<file path="src/rtl/crb_ctrl_regs.sv">
module crb_ctrl_regs #(
  parameter int          ADDR_W    = 16,
  parameter int          LOC_LSB   = 12,
  parameter logic [31:0] BASE_ADDR = 32'hFED4_0000,
  parameter logic [31:0] WIN_BYTES = 32'h0000_1000,
  parameter logic [31:0] DBUF_OFF  = 32'h0000_0080,
  parameter logic [15:0] VENDOR_ID = 16'h1014
) (
  input  logic              clk,
  input  logic              rst_n,
  input  logic [ADDR_W-1:0] bus_addr,
  input  logic              bus_wr,
  input  logic [1:0]        bus_size,
  input  logic [31:0]       bus_wdata,
  output logic [31:0]       bus_rdata,
  input  logic              est_flag,
  input  logic              done_strb,
  input  logic              done_err,
  output logic              start_req,
  output logic              cancel_pulse
);
  localparam int IW = LOC_LSB - 2;
  localparam logic [IW-1:0] W_LSTATE = IW'(12'h000 >> 2);
  localparam logic [IW-1:0] W_LCTRL  = IW'(12'h008 >> 2);
  localparam logic [IW-1:0] W_LSTS   = IW'(12'h00C >> 2);
  localparam logic [IW-1:0] W_IFID   = IW'(12'h030 >> 2);
  localparam logic [IW-1:0] W_IFID2  = IW'(12'h034 >> 2);
  localparam logic [IW-1:0] W_REQ    = IW'(12'h040 >> 2);
  localparam logic [IW-1:0] W_STS    = IW'(12'h044 >> 2);
  localparam logic [IW-1:0] W_CANCEL = IW'(12'h048 >> 2);
  localparam logic [IW-1:0] W_START  = IW'(12'h04C >> 2);
  localparam logic [IW-1:0] W_CSIZE  = IW'(12'h058 >> 2);
  localparam logic [IW-1:0] W_CADDR  = IW'(12'h05C >> 2);
  localparam logic [IW-1:0] W_RSIZE  = IW'(12'h064 >> 2);
  localparam logic [IW-1:0] W_RADDR  = IW'(12'h068 >> 2);
  localparam logic [31:0] BUF_SIZE = WIN_BYTES - DBUF_OFF;
  localparam logic [31:0] BUF_ADDR = BASE_ADDR + DBUF_OFF;
  localparam logic [31:0] IFID_VAL = 32'h0000_0001 | 32'h0000_0010 | (32'd3 << 11)
                                   | (32'd1 << 14) | (32'd1 << 17);

  logic loc_assigned, granted, idle, fatal, start_bit;

  wire [IW-1:0] word_idx = bus_addr[LOC_LSB-1:2];
  wire [7:0]    wr_loc   = 8'(bus_addr[ADDR_W-1:LOC_LSB]);
  wire [7:0]    act_loc  = loc_assigned ? 8'h00 : 8'hFF;

  logic [31:0] lane_mask;
  always_comb begin
    case (bus_size)
      2'd0:    lane_mask = 32'h0000_00FF;
      2'd1:    lane_mask = 32'h0000_FFFF;
      2'd2:    lane_mask = 32'h00FF_FFFF;
      default: lane_mask = 32'hFFFF_FFFF;
    endcase
  end
  wire [31:0] wword = (bus_wdata & lane_mask) << {bus_addr[1:0], 3'b000};

  wire hit_req    = bus_wr && word_idx == W_REQ;
  wire hit_lctrl  = bus_wr && word_idx == W_LCTRL;
  wire hit_cancel = bus_wr && word_idx == W_CANCEL;
  wire hit_start  = bus_wr && word_idx == W_START;

  wire start_ok  = hit_start && wword == 32'd1 && !start_bit && act_loc == wr_loc;
  wire cancel_ok = hit_cancel && wword == 32'd1 && start_bit;
  wire finish    = done_strb && start_bit;

  always_ff @(posedge clk) begin
    if (!rst_n) begin
      loc_assigned <= 1'b0;
      granted      <= 1'b0;
      idle         <= 1'b1;
      fatal        <= 1'b0;
      start_bit    <= 1'b0;
      start_req    <= 1'b0;
      cancel_pulse <= 1'b0;
    end else begin
      start_req    <= start_ok;
      cancel_pulse <= cancel_ok;
      if (hit_req && wword == 32'd1) idle <= 1'b0;
      if (hit_req && wword == 32'd2) idle <= 1'b1;
      if (hit_lctrl && wword == 32'd1) begin
        loc_assigned <= 1'b1;
        granted      <= 1'b1;
      end
      if (hit_lctrl && wword == 32'd2) begin
        loc_assigned <= 1'b0;
        granted      <= 1'b0;
      end
      if (start_ok) start_bit <= 1'b1;
      if (finish) begin
        start_bit <= 1'b0;
        if (done_err) fatal <= 1'b1;
      end
    end
  end

  logic [31:0] word_val;
  always_comb begin
    case (word_idx)
      W_LSTATE: word_val = {24'd0, 1'b1, 4'd0, 1'b0, loc_assigned, !est_flag};
      W_LSTS:   word_val = {30'd0, 1'b0, granted};
      W_IFID:   word_val = IFID_VAL;
      W_IFID2:  word_val = {16'd0, VENDOR_ID};
      W_STS:    word_val = {30'd0, idle, fatal};
      W_START:  word_val = {31'd0, start_bit};
      W_CSIZE:  word_val = BUF_SIZE;
      W_CADDR:  word_val = BUF_ADDR;
      W_RSIZE:  word_val = BUF_SIZE;
      W_RADDR:  word_val = BUF_ADDR;
      default:  word_val = 32'd0;
    endcase
  end
  assign bus_rdata = word_val >> {bus_addr[1:0], 3'b000};

  assert_start_from_clear_R6: assert property (@(posedge clk) disable iff (!rst_n)
    start_req |-> start_bit && !$past(start_bit));
  assert_cancel_inflight_R8: assert property (@(posedge clk) disable iff (!rst_n)
    cancel_pulse |-> $past(start_bit));
  assert_done_clears_R9: assert property (@(posedge clk) disable iff (!rst_n)
    finish |=> !start_bit && !start_req);
  assert_err_fatal_R9: assert property (@(posedge clk) disable iff (!rst_n)
    (finish && done_err) |=> fatal);
  assert_req_other_R4: assert property (@(posedge clk) disable iff (!rst_n)
    (hit_req && wword != 32'd1 && wword != 32'd2) |=> $stable(idle));
  assert_grant_tracks_R5: assert property (@(posedge clk) disable iff (!rst_n)
    granted == loc_assigned);
  assert_pulse_single_R6: assert property (@(posedge clk) disable iff (!rst_n)
    start_req |=> !start_req);
endmodule

</file>
<file path="config.mk">
export PLATFORM = sky130hd
export DESIGN_NAME = crb_ctrl_regs
export DESIGN_NICKNAME = d
export VERILOG_FILES = /design/src/rtl/crb_ctrl_regs.sv
export SDC_FILE = /design/constraint.sdc
export NUM_CORES = 1
export LEC_CHECK = 0
export BUFFER_PORTS_ARGS = -buffer_cell sky130_fd_sc_hd__buf_2
export CORE_MARGIN = 3
export CORE_UTILIZATION = 36
export DETAILED_ROUTE_END_ITERATION = 10
export HOLD_SLACK_MARGIN = 0.03
export PLACE_DENSITY = 0.93
export SLEW_MARGIN = 5
export SYNTH_ARGS = -nofsm -noshare
export SYNTH_HDL_FRONTEND = slang
export SYNTH_SLANG_ARGS = --single-unit
</file>
<file path="constraint.sdc">
create_clock -name clk -period 1.9 [get_ports clk]
set_clock_uncertainty 0.1 [all_clocks]
set_input_delay 0.19 -clock clk [delete_from_list [all_inputs] [get_ports clk]]
set_output_delay 0.19 -clock clk [all_outputs]
set_load 0.02 [all_outputs]
</file>
---- Yosys cells after proc, flatten, opt, wreduce, memory -nomap -nowiden ----
Index checks and enable logic that the tools add are counted.
W data, S select, Z words.
storage, ports and cells
  bits in registers ....................... 6
  input bits .............................. 56
  output and inout bits ................... 34
  word-level logic and storage cells ...... 54
cells by class
  eq/ne operators ......................... 17
  shift-type cells ........................ 2
  mux-type cells .......................... 3
  bitwise gates (word level) .............. 2
  reductions and logical operators ........ 24
operators by type and width
  kind                   number
  $pmux W32 S8           1
  $pmux W32 S3           1
  $eq A10 B5 Y1 const B  8
  $and A32 B32 Y32       1
  $eq A32 B1 Y1 const B  1
  $eq A32 B2 Y1 const B  1
  $shl A32 B5 Y32        1
  $shr A32 B5 Y32        1
  $eq A10 B2 Y1 const B  2
  $eq A10 B4 Y1 const B  2
  $logic_and A1 B1 Y1    14
  $logic_not A10 Y1      1
  $reduce_or A2 Y1       5
  $eq A8 B4 Y1           1
  $mux W8                1
  $eq A2 B1 Y1 const B   1
  $eq A2 B2 Y1 const B   1
  $logic_not A1 Y1       2
  $logic_not A2 Y1       1
  $reduce_and A2 Y1      1
  $not A1 Y1             1

---- Depth between registers and ports, before layout ----
  word-level depth ........................ 8
  mapped depth ............................ 6

---- Least setup slack after synthesis ----
Ideal clock, no wire load.
  path kind ............................... input-to-output
  start point ............................. input port bus_addr[9]
  end point ............................... output port bus_rdata[26]
  arrival ................................. 1934 ps
  required time ........................... 1610 ps
  path slack .............................. -324 ps
  stages on the path ...................... 4
  path buffers ............................ 1
  cells stage by stage .................... nor4_4 > o2111ai_1 > nor3_1 > buf_4
between the ends
  cells in the longest elaborated chain, start to end .. 4
ends and longest elaborated chain
  item                               RTL line  source
  start, declared                    11        input logic [ADDR_W-1:0] bus_addr,
  $eq A10 B5 Y1                      99        case (word_idx)
  $reduce_or A2 Y1 (no source line)  n/a
  $pmux W32 S8 *                     99
  $shr A32 B5 Y32 *                  113       assign bus_rdata = word_val >> {bus_addr[1:0], 3'b000};
  end, declared                      15        output logic [31:0] bus_rdata,
Mark *: on every way between the ends. The rest lies on a longest branch, timed or not.

---- Final worst setup path ----
  start point ............................. input port bus_addr[8]
  end point ............................... output port bus_rdata[1]
The elaborated chain is that of the path after synthesis.

==> results.toml <==
[power]
cellPowerDensity_mw_per_mm2 = 261
ir_drop_mv = 0.279
p_leak_uw = 0.000793

[drt]
finalWirelength_um = 3450
vias = 1367
route.met3.wl_um = 292
drt-met1-wl_um = 1300
drt_iter0_markers = 50
top_layer_used = "met4"
met2_length_um = 1810
drc = 0
wl_per_cell_um = 13.9
first_pass_iters = 4
detail-route-antenna-nets = 0
viasPerCell = 5.49

[synthesis]
synth_most_common_cell = "nand2_1"
syn_avg_cell_area_sq_um = 6.66
synthFlopType = "dfxtp_1"
yosysWarnings = 0
synth_cells = 135
synthTopCellsByCount = "19 x nand2_1, 18 x nor2_1, 12 x buf_4"
yosysTopAreaCellShare = 0.134
yosysSeqAreaShare = 0.134
synth_async_sr_flop_share = 0
syn_area_sq_um = 900
synth_edf_count = 0
ys_seq_elements = 6
synth_cell_type_count = 41
yosys.area.top_type = "dfxtp_1"
ys_top_cells_by_area = "dfxtp_1 13%, buf_4 10%, nand2_1 7.9%"

[hold_path]
hold_path_depth = 3
hp-class = "input pin to flip-flop"
min_from = "done_err"
min_to = "fatal"

[timing]
fin_crit_ps = 2010
fmax_ghz = 0.498
hold_viol = 0
finalSetupViolations = 10
fin_ws_ps = -110
drv_slew = 0
post-route-period-util = 1.06
rsz0062_at_grt = "yes"

[placed_design]
dp.final_hpwl_um = 2510
dpl.cell_count = 243
post-place-ws_ps = -81.7
portBuffers = 87
gp_congestion = 0.889

[layout]
nNetsFinal = 279
fin_cells = 249
nFillCells = 210
n_antenna_cell = 0
area_delta_synth_final_pct = 68.2
drive_above_1_share = 0.525

[floorplanning]
core_sq_mm = 0.00230
die-area_sq_mm = 0.00313
initial_core_util = 0.392
die_w_um = 56.0
die_y_um = 56.0
io_pins = 90
num_rows = 17

[critical_path]
cp.arrival_ps = 1720
worstPathMaxFanout = 2
critical_path_required_ps = 1610
critPathCaptureType = "primary output"
path_class = "input pin to primary output"
rr_endpoint = "start_bit"
start_kind = "input pin"
reg2reg_from = "granted"
worst-r2r-cell-count = 4
rrSetupSlack_ps = 830

[clocking]
clock-sinks = 6
ctsHoldBuffers = 0
path_clk_slew_ps = 40
cts_root_buf = "clkbuf_4"
clock_latency_ps = 240
numCtsBuffers = 3
cts_tree = "done"
cts.htree.levels = 1
clock_path_buffers = 2

[global_route]
grt_pass1_wl_um = 4440
gr-usage-all-layers = 0.168
grt_max_degree = 20
antenna_found_initial = 0
gr-total-overflow = 0
grt_pass1_vias = 1102

[outcome]
failed_checks = "negative setup slack"
status = "complete, but fails checks"

[flow_run]
maxCapViolCount = 0
-- through the flow --
stage,total power (uW),hold slack [ps],TNS (ps),instance area (sq um),util
after detailed placement,271,362,-423,1350,0.587
after floorplan,193,225,0,920,-
after global routing,426,120,-1660,1510,0.658
after CTS,389,115,-60.1,1380,0.602
after global placement,267,344,-337,1350,0.587
final,395,120,-649,1510,0.658
-- logic make-up (layout without fill, tap and decap cells) --
family                 Yosys count  in the layout  synth area share
multiplexers                     3              3            0.0348
other                            1              2           0.00417
buffers and inverters           21            106             0.138
AO/OA/AOI/OAI                   28             28             0.228
AND/OR/NAND/NOR                 75             75             0.452
XOR/XNOR                         1              1           0.00974
flip-flops                       6              6             0.134
-- flip-flops by register name, indices dropped and copies added, names as in the netlist --
register      count
cancel_pulse      1
start_req         1
idle              1
start_bit         1
fatal             1
granted           1
-- power breakdown --
part	total, uW	internal (uW)	switching [uW]
clock	112	71.1	40.9
sequential	126	126	0.00000821
combinational	157	71.2	85.7
-- how the worst max path moves through the flow --
stage	slack, ps	from	cells after the start	to
after CTS	-50	bus_addr[9]	7	bus_rdata[1]
after global routing	-170	bus_addr[8]	7	bus_rdata[1]
after global placement	-80	bus_addr[9]	7	bus_rdata[1]
after floorplan	20	bus_addr[9]	5	bus_rdata[14]
after detailed placement	-80	bus_addr[9]	7	bus_rdata[1]
final	-110	bus_addr[8]	7	bus_rdata[1]
-- area by class of cell --
type	count	area [sq um]	area share
Clock buffer	3	22.5	0.0149
Inverter	4	15.0	0.00993
Multi-Input combinational cell	109	719	0.476
Sequential cell	6	120	0.0794
Tap cell	28	35.0	0.0232
Timing Repair Buffer	99	601	0.397
-- routing by layer --
metal / vias up / global-route usage
met3: 6 / 0.0186
met5: - / 0
met4: 0 / 0.0610
met2: 85 / 0.312
met1: 611 / 0.195
li1: 665 / -
-- repair_timing --
action / 4_1_cts / 5_1_grt
gates resized for setup: 3 / 33
gates cloned: 0 / 0
setup endpoints to repair: 8 / 25
pin swaps: 0 / 8
setup buffers: 0 / 3
-- cells in the final DEF, fill, tap and decap left out, types with 3 or more instances in the layout --
| cell type | Yosys | layout |
|---|---|---|
| nand2_1 | 19 | 18 |
| clkbuf_4 | 0 | 4 |
| nor4_1 | 10 | 10 |
| nor3_1 | 7 | 4 |
| nand3_1 | 3 | 3 |
| buf_4 | 12 | 21 |
| buf_6 | 0 | 8 |
| a21oi_1 | 4 | 4 |
| inv_1 | 4 | 4 |
| nor2_1 | 18 | 17 |
| a31oi_1 | 3 | 3 |
| o21a_1 | 4 | 4 |
| buf_2 | 0 | 69 |
| nor3_4 | 0 | 3 |
| dfxtp_1 | 6 | 6 |
-- critical path, stage by stage --
cell and delay, ps:
buf_2 120, nor4_4 340, nand4_2 140, or3_4 360, a221oi_2 300, a21o_1 150, buf_6 120
Power figures use the tool's default switching activity.
